`src/rtl/alu8_pkg.sv`:
```
package alu8_pkg;

    typedef enum logic [3:0] {
        OP_ADD  = 4'd0,
        OP_ADC  = 4'd1,
        OP_SUB  = 4'd2,
        OP_SBC  = 4'd3,
        OP_CMP  = 4'd4,
        OP_CPC  = 4'd5,
        OP_AND  = 4'd6,
        OP_OR   = 4'd7,
        OP_XOR  = 4'd8,
        OP_COM  = 4'd9,
        OP_NEG  = 4'd10,
        OP_INC  = 4'd11,
        OP_DEC  = 4'd12,
        OP_RSV0 = 4'd13,
        OP_RSV1 = 4'd14,
        OP_RSV2 = 4'd15
    } alu_op_e;

    localparam int NFLAGS = 6;
    localparam int FL_C   = 0;
    localparam int FL_Z   = 1;
    localparam int FL_N   = 2;
    localparam int FL_V   = 3;
    localparam int FL_S   = 4;
    localparam int FL_H   = 5;

    localparam logic [NFLAGS-1:0] MASK_ARITH = 6'b111111;
    localparam logic [NFLAGS-1:0] MASK_LOGIC = 6'b011110;
    localparam logic [NFLAGS-1:0] MASK_COMPL = 6'b011111;
    localparam logic [NFLAGS-1:0] MASK_NONE  = 6'b000000;

endpackage

```
`src/rtl/alu8_core.sv`:
```
module alu8_core
    import alu8_pkg::*;
#(
    parameter int W = 8
) (
    input  alu_op_e           op,
    input  logic [W-1:0]      opnd_a,
    input  logic [W-1:0]      opnd_b,
    input  logic              c_in,
    input  logic              z_in,
    output logic [W-1:0]      result,
    output logic [NFLAGS-1:0] flg_new,
    output logic              writes
);
    localparam int HALF = W / 2;

    logic [W-1:0]    x, y;
    logic            ci;
    logic            use_sub;
    logic [W:0]      add_full, sub_full;
    logic [HALF:0]   add_lo, sub_lo;
    logic [W-1:0]    r;
    logic            fc, fh, fv, fn, fz;

    // operand routing for the shared adder and subtractor
    always_comb begin
        x       = opnd_a;
        y       = opnd_b;
        ci      = 1'b0;
        use_sub = 1'b0;
        unique case (op)
            OP_ADC:                 ci = c_in;
            OP_SUB, OP_CMP:         use_sub = 1'b1;
            OP_SBC, OP_CPC: begin
                use_sub = 1'b1;
                ci      = c_in;
            end
            OP_NEG: begin
                use_sub = 1'b1;
                x       = '0;
                y       = opnd_a;
            end
            OP_INC:                 y = W'(1);
            OP_DEC: begin
                use_sub = 1'b1;
                y       = W'(1);
            end
            default: ;
        endcase
    end

    assign add_full = {1'b0, x} + {1'b0, y} + {{W{1'b0}}, ci};
    assign sub_full = {1'b0, x} - {1'b0, y} - {{W{1'b0}}, ci};
    assign add_lo   = {1'b0, x[HALF-1:0]} + {1'b0, y[HALF-1:0]} + {{HALF{1'b0}}, ci};
    assign sub_lo   = {1'b0, x[HALF-1:0]} - {1'b0, y[HALF-1:0]} - {{HALF{1'b0}}, ci};

    always_comb begin
        r  = use_sub ? sub_full[W-1:0] : add_full[W-1:0];
        fc = use_sub ? sub_full[W] : add_full[W];
        fh = use_sub ? sub_lo[HALF] : add_lo[HALF];
        if (use_sub)
            fv = (x[W-1] != y[W-1]) && (r[W-1] != x[W-1]);
        else
            fv = (x[W-1] == y[W-1]) && (r[W-1] != x[W-1]);
        unique case (op)
            OP_AND: begin r = opnd_a & opnd_b; fv = 1'b0; end
            OP_OR:  begin r = opnd_a | opnd_b; fv = 1'b0; end
            OP_XOR: begin r = opnd_a ^ opnd_b; fv = 1'b0; end
            OP_COM: begin r = ~opnd_a; fv = 1'b0; fc = 1'b1; end
            default: ;
        endcase
        fn = r[W-1];
        if (op == OP_SBC || op == OP_CPC)
            fz = (r == '0) && z_in;
        else
            fz = (r == '0);
    end

    always_comb begin
        result         = r;
        flg_new        = '0;
        flg_new[FL_C]  = fc;
        flg_new[FL_Z]  = fz;
        flg_new[FL_N]  = fn;
        flg_new[FL_V]  = fv;
        flg_new[FL_S]  = fn ^ fv;
        flg_new[FL_H]  = fh;
        writes         = !(op == OP_CMP || op == OP_CPC ||
                           op == OP_RSV0 || op == OP_RSV1 || op == OP_RSV2);
    end

endmodule

```
`src/rtl/alu8_flagmask.sv`:
```
module alu8_flagmask
    import alu8_pkg::*;
(
    input  alu_op_e           op,
    output logic [NFLAGS-1:0] mask
);
    always_comb begin
        unique case (op)
            OP_ADD, OP_ADC, OP_SUB, OP_SBC,
            OP_CMP, OP_CPC, OP_NEG:         mask = MASK_ARITH;
            OP_AND, OP_OR, OP_XOR,
            OP_INC, OP_DEC:                 mask = MASK_LOGIC;
            OP_COM:                         mask = MASK_COMPL;
            default:                        mask = MASK_NONE;
        endcase
    end
endmodule

```
`src/rtl/alu8_status_unit.sv`:
```
module alu8_status_unit
    import alu8_pkg::*;
#(
    parameter int W = 8
) (
    input  logic              clk,
    input  logic              rst_n,
    input  logic              op_valid,
    input  logic [3:0]        op_code,
    input  logic [W-1:0]      reg_a,
    input  logic [W-1:0]      reg_b,
    input  logic [W-1:0]      imm,
    input  logic              imm_sel,
    output logic [W-1:0]      res_q,
    output logic              res_we,
    output logic [NFLAGS-1:0] flags_q
);
    alu_op_e           op;
    logic [W-1:0]      opnd_b;
    logic [W-1:0]      core_res;
    logic [NFLAGS-1:0] core_flg;
    logic [NFLAGS-1:0] upd_mask;
    logic [NFLAGS-1:0] flags_d;
    logic              core_wr;

    assign op     = alu_op_e'(op_code);
    assign opnd_b = imm_sel ? imm : reg_b;

    alu8_core #(.W(W)) u_core (
        .op      (op),
        .opnd_a  (reg_a),
        .opnd_b  (opnd_b),
        .c_in    (flags_q[FL_C]),
        .z_in    (flags_q[FL_Z]),
        .result  (core_res),
        .flg_new (core_flg),
        .writes  (core_wr)
    );

    alu8_flagmask u_mask (
        .op   (op),
        .mask (upd_mask)
    );

    // per-bit merge of fresh and held status
    for (genvar i = 0; i < NFLAGS; i++) begin : g_merge
        assign flags_d[i] = (op_valid && upd_mask[i]) ? core_flg[i] : flags_q[i];
    end

    always_ff @(posedge clk) begin
        if (!rst_n) begin
            res_q   <= '0;
            res_we  <= 1'b0;
            flags_q <= '0;
        end else begin
            flags_q <= flags_d;
            res_we  <= op_valid && core_wr;
            if (op_valid && core_wr)
                res_q <= core_res;
        end
    end

    p_cmp_no_write_r4: assert property (@(posedge clk) disable iff (!rst_n)
        (op_valid && (op_code == 4'd4 || op_code == 4'd5)) |=> (!res_we && $stable(res_q)));

    p_zero_sticky_r5: assert property (@(posedge clk) disable iff (!rst_n)
        (op_valid && (op_code == 4'd3 || op_code == 4'd5) && !flags_q[FL_Z]) |=> !flags_q[FL_Z]);

    p_logic_keeps_carry_r6: assert property (@(posedge clk) disable iff (!rst_n)
        (op_valid && op_code >= 4'd6 && op_code <= 4'd8) |=>
        (flags_q[FL_C] == $past(flags_q[FL_C]) && flags_q[FL_H] == $past(flags_q[FL_H]) && !flags_q[FL_V]));

    p_com_sets_carry_r7: assert property (@(posedge clk) disable iff (!rst_n)
        (op_valid && op_code == 4'd9) |=> (flags_q[FL_C] && !flags_q[FL_V]));

    p_sign_rule_r10: assert property (@(posedge clk) disable iff (!rst_n)
        flags_q[FL_S] == (flags_q[FL_N] ^ flags_q[FL_V]));

    p_idle_hold_r12: assert property (@(posedge clk) disable iff (!rst_n)
        (!op_valid || op_code >= 4'd13) |=> ($stable(flags_q) && $stable(res_q) && !res_we));

endmodule

```
`config.mk`:
```
export PLATFORM = sky130hd
export DESIGN_NAME = alu8_status_unit
export DESIGN_NICKNAME = d
export VERILOG_FILES = /design/src/rtl/alu8_pkg.sv /design/src/rtl/alu8_core.sv /design/src/rtl/alu8_flagmask.sv /design/src/rtl/alu8_status_unit.sv
export SDC_FILE = /design/constraint.sdc
export NUM_CORES = 1
export LEC_CHECK = 0
export ABC_AREA = 0
export BUFFER_PORTS_ARGS = -buffer_cell sky130_fd_sc_hd__buf_2
export CAP_MARGIN = 5
export CORE_ASPECT_RATIO = 1.1
export CORE_MARGIN = 3
export CORE_UTILIZATION = 55
export DETAILED_ROUTE_END_ITERATION = 7
export GPL_TIMING_DRIVEN = 0
export PLACE_DENSITY = 0.79
export SYNTH_ARGS = -nofsm -noshare
export SYNTH_HDL_FRONTEND = slang
export SYNTH_SLANG_ARGS = --single-unit
```
`constraint.sdc`:
```
create_clock -name clk -period 8.82 [get_ports clk]
set_input_delay 0.441 -clock clk [delete_from_list [all_inputs] [get_ports clk]]
set_output_delay 0.441 -clock clk [all_outputs]
set_load 0.02 [all_outputs]
```
Yosys cells after proc, flatten, opt, wreduce, memory -nomap -nowiden
Memories as Yosys holds them, arrays and structs flattened.
Index checks and enable logic that the tools add are counted.
- $add $sub $neg: 8
- equal/unequal tests: 18
- mux-type cells: 13
- bitwise operators: 5
- reduce and logical (&&, ||, !) cells: 21
- operators by type and width (operator ; number):
    $eq 4x4->1 const B ; 8
    $pmux 8 s4 ; 1
    $mux 8 ; 3
    $eq 4x3->1 const B ; 4
    $pmux 8 s2 ; 1
    $logic_and 1x1->1 ; 10
    $add 8x8->9 ; 1
    $add 9x1->9 ; 1
    $sub 8x8->9 ; 1
    $sub 9x1->9 ; 1
    $and 8x8->8 ; 1
    $eq 4x2->1 const B ; 2
    $logic_not 8->1 ; 1
    $mux 1 ; 8
    $not 8->8 ; 1
    $or 8x8->8 ; 1
    $xor 8x8->8 ; 1
    $reduce_or 6->1 ; 1
    $add 4x4->5 ; 1
    $add 5x1->5 ; 1
    $logic_or 1x1->1 ; 5
    $sub 4x4->5 ; 1
    $sub 5x1->5 ; 1
    $eq 4x1->1 const B ; 1
    other kinds (7) ; 8
- register bits: 15
- bits in read-only memories: 96
- input port bits: 32
- logic and storage cells: 74
- memories kept: 1
- memory list (memory ; words ; bits a word ; rd ports ; clocked after memory_dff ; write ports ; RTL line ; source):
    (name not given) ; 16 ; 6 ; 1 ; 0 ; 0 ; alu8_flagmask.sv:8 ; unique case (op)

Longest topological paths before layout
- depth in word-level cells: 11
- mapped depth: 18
- gate-level depth less buffers: 16

Modules after synthesis
From an unflattened synthesis, not the netlist that was laid out.
- cell total of the unflattened synthesis: 352
- area, all modules: 2670.1 µm²
- modules (own cells, without submodules) (module ; instances ; cells each ; area each (µm²) ; sequential area each (µm²)):
    alu8_core ; 1 ; 260 ; 1829.3 ; 0.0
    alu8_status_unit ; 1 ; 80 ; 750.7 ; 300.3
    alu8_flagmask ; 1 ; 12 ; 90.1 ; 0.0

Worst setup path after synthesis
Ideal clock, no wire load.
- path type: input -> register
- start: in op_code[3]
- end: reg flags_q[4]
- arrival time: 3.873 ns
- required time: 8.705 ns
- setup slack: 4.832 ns
- cell stages on the path: 16
- path through: buf_1 nor2b_1 and2_1 clkbuf_1 a21oi_1 a21oi_1 ha_1 inv_1 ha_1 and2_4 a221o_1 or3_4 a311o_1 o211ai_2 xnor2_1 o21a_1
- longest elaborated chain between the ends: 11
- elaborated cells between the ends (all ways): 36
- RTL lines (element ; RTL line ; source):
    start, declared ; alu8_status_unit.sv:9 ; input logic [3:0] op_code,
    $eq 4x4->1 ; alu8_core.sv:31 ; unique case (op)
    $reduce_or 2->1 (no line) ; n/a ;
    $pmux 8 s2 ; alu8_core.sv:31 ;
    $add 8x8->9 or $sub 8x8->9 (tied branches) ; alu8_core.sv:52, alu8_core.sv:53 ;
    $add 9x1->9 or $sub 9x1->9 (tied branches) ; alu8_core.sv:52, alu8_core.sv:53 ;
    $mux 8 ; alu8_core.sv:58 ; r = use_sub ? sub_full[W-1:0] : add_full[W-1:0];
    $ne 1x1->1 ; alu8_core.sv:62, alu8_core.sv:64 ;
    $logic_and 1x1->1 (on tied branches) ; alu8_core.sv:64, alu8_core.sv:62 ;
    $mux 1 ; alu8_core.sv:61 ; if (use_sub)
    $mux 1 ; alu8_core.sv:65 ; unique case (op)
    $xor 1x1->1 ; alu8_core.sv:86 ; flg_new[FL_S] = fn ^ fv;
    end signal, assigned ; alu8_status_unit.sv:56 ; flags_q <= flags_d;
    end, declared ; alu8_status_unit.sv:16 ; output logic [NFLAGS-1:0] flags_q
Several ways; a longest one is shown, not always the timed one.
A chain may end at the register's enable or synchronous reset.

Worst setup path after layout
Same ends and word-level chain as after synthesis.

==> summary.txt <==
status = finished, final reports clean
most area-hungry cell type in the Yosys netlist = ha_1
Final min period = 4410 ps
DRT Wirelength = 6360 µm
layout cell share with drive strength beyond 1 = 17.2%
crit path launch type = input pin
syn nets = 416
WL per Instance = 14.3 µm
Port Buffers = 45
Fmax = 227 MHz
first-pass GRT wire length = 10500 µm
fin crit share = 50.0%
RR Endpoint = flags_q[1]$_SDFFE_PN0P_
type of the worst setup path = input pin to flip-flop
antenna viol nets, final = 0
Die Ht = 76.8 µm
RePlAce Congestion = 0.875
Die ar. = 5400 µm²
CP max stage cell = nor2b_1
max cap viols = 0
H-tree Lvls = 1
setup TNS = 0 ps
row cnt = 25
average size of a mapped cell = 7.34 µm²
FF-to-FF Start = flags_q[0]$_SDFFE_PN0P_
Pleak = 1.44 nW
GRT Total Usage = 23.3%
Yosys cell types = 57
required time of the critical path = 8960 ps
vias per cell = 5.73
ys async rst share = 0%
Final Skew = 1.76 ps
post-synthesis sequential area ratio = 12.0%
Slew Viols, Final = 0
Critical Path AT = 4550 ps
R2R cell count = 10
EDFF count, synth = 0
Post-Syn Instances = 341
DRT Pass-1 Iters = 7
Die W = 70.3 µm
top cell type's share of synthesized area = 19.5%
Synthesis Warnings = 0
Peak VDD IR = 59.8 µV
Initial Utilization = 57.6%
drt initial violations = 209
Layout area overhead = 13.5%
R2R setup slack = 5790 ps
Slowest Stage Delay on Critical Path = 460 ps
clk sink count = 15
vias in the first global route = 2333
DP Wirelength = 5260 µm
Ant. Diodes = 0
Root Buffer = clkbuf_8
nets = 466
TritonCTS clock tree = done
CTS Hold Bufs = 0
Yosys reg bits = 15
Clk Latency, worst-skew pair = 240 ps
Reg clk slew, reported paths = 60 ps
Clock Path Buffers = 2
critical-path cell list = buf_2 > buf_1 > nor2b_1 > and2_1 > clkbuf_1 > a21oi_1 > a21oi_1 > ha_1 > inv_1 > ha_1 > and2_4 > a221o_1 > or3_4 > a311o_1 > o211ai_2 > xnor2_1 > o21a_1
Mapped Area = 2500 µm²
cts bufs inserted = 3
setup ws final = 4410 ps
power per cell area = 122 nW/µm²
# IOs = 47
ys flop type = dfxtp_1
crit path from = op_code[3]
global route overflow = 0
core area = 4350 µm²
DRC Markers = 0
Post-CTS Resized = 0
Slew headroom = 52.7%
Setup Slack @ Placement = 4210 ps
worst slew pin tran = 709 ps
post-CTS setup buffers = 0
largest net degree at the start of global routing = 11
final setup fails = 0
total number of vias = 2542
worst-path fanout max = 10
RSZ-0062 raised after global routing = no
initial antenna violation count = 0
Synth area leaders = ha_1, dfxtp_1, a21oi_1
Hold Crit Class = flip-flop to flip-flop
CP endpoint kind = flip-flop
Setup crit end = flags_q[4]$_SDFFE_PN0P_
final hold viol count = 0
-- logic make-up (layout without fill, tap and decap cells) --
family	count (synthesis)	in the layout	share of synthesized area (%)
DFF	15	15	12.0
AOI/OAI and AO/OA	97	97	25.2
buffers and inverters	60	109	10.1
and+or+nand+nor	98	98	19.1
xor gates and xnor gates	13	13	4.55
muxes	15	15	6.30
adders and majority gates	43	43	22.7
-- flip-flops by register name (all words and copies together), names as in the netlist --
register  count
res_q         8
flags_q       6
res_we        1
-- critical path, delay by kind of cell --
| family | cells | cell delay [ps] |
|---|---|---|
| xor gates and xnor gates | 1 | 90 |
| adders and majority gates | 2 | 580 |
| and+or+nand+nor | 4 | 1300 |
| AOI/OAI and AO/OA | 6 | 1160 |
| buffers and inverters | 4 | 950 |
-- layer usage --
metal / track usage, % / vias up / routed length, µm
met3: 1.83 / 12 / 429
met5: 0 / - / 0
li1: - / 1289 / -
met1: 30.6 / 1147 / 2800
met2: 41.0 / 94 / 3030
met4: 5.17 / 0 / 107
-- worst min-delay path by stage --
stage | start | endpoint | slack (ps) | cells after the start
detailed placement | res_q[1]$_SDFFE_PN0P_ | res_q[1]$_SDFFE_PN0P_ | 440 | 2
global route | op_valid | res_q[3]$_SDFFE_PN0P_ | 500 | 2
floorplan | flags_q[1]$_SDFFE_PN0P_ | flags_q[1]$_SDFFE_PN0P_ | 460 | 2
global placement | res_q[1]$_SDFFE_PN0P_ | res_q[1]$_SDFFE_PN0P_ | 440 | 2
CTS | res_q[1]$_SDFFE_PN0P_ | res_q[1]$_SDFFE_PN0P_ | 450 | 2
finish | res_q[1]$_SDFFE_PN0P_ | res_q[1]$_SDFFE_PN0P_ | 450 | 2
-- synthesized netlist by cell type, types with 3 or more instances --
| library cell | count |
|---|---|
| nand2_1 | 30 |
| ha_1 | 39 |
| a211oi_1 | 4 |
| mux2_2 | 6 |
| mux2i_1 | 9 |
| a21oi_1 | 34 |
| o21ai_0 | 15 |
| o21a_1 | 5 |
| nor2b_1 | 6 |
| nor3_1 | 7 |
| nor2_1 | 25 |
| inv_1 | 45 |
| a32oi_1 | 5 |
| buf_2 | 3 |
| xnor2_1 | 9 |
| a22oi_1 | 6 |
| nand2b_1 | 5 |
| nand4_1 | 4 |
| xor2_1 | 4 |
| dfxtp_1 | 15 |
| fa_1 | 4 |
| o22ai_1 | 3 |
| and2_1 | 5 |
| nand3_1 | 7 |
| clkbuf_1 | 5 |
-- per-stage QoR --
step           instances  hold slack (ps)  utilization, %  cell area (µm²)  total power (W)
3_5_place_dp         440              444            64.3             2800         0.000291
6_report             444              453            65.4             2840         0.000347
4_1_cts              444              452            65.4             2840         0.000347
3_3_place_gp         440              442            64.3             2800         0.000286
5_1_grt              444              499            65.4             2840         0.000376
2_1_floorplan        341              455               -             2500         0.000239
-- power breakdown --
part           internal (W)  leakage (nW)  switching [W]
sequential        0.0000750         0.123     0.00000332
combinational     0.0000889          1.29       0.000126
clock             0.0000319        0.0228      0.0000221
-- layout make-up --
cell class / instances / area, µm²
repair buffers: 45 / 225
clock buffers: 4 / 45.0
fillers: 416 / 1510
plain buffers: 14 / 81.3
multi-input cells: 266 / 1950
flip-flops and latches: 15 / 300
well taps: 54 / 67.6
inverters: 46 / 173
-- cell usage in the layout (no fill, tap or decap), types with 5 or more instances in the layout --
master / count
nand3_1: 7
ha_1: 39
xnor2_1: 9
nand2b_1: 5
dfxtp_1: 15
mux2_2: 6
inv_1: 45
nor2_1: 25
o21ai_0: 15
a32oi_1: 5
clkbuf_1: 6
buf_2: 48
mux2i_1: 9
and2_1: 5
a22oi_1: 6
nor3_1: 7
o21a_1: 5
nand2_1: 30
nor2b_1: 6
a21oi_1: 34
(Power assumes the default switching activity.)
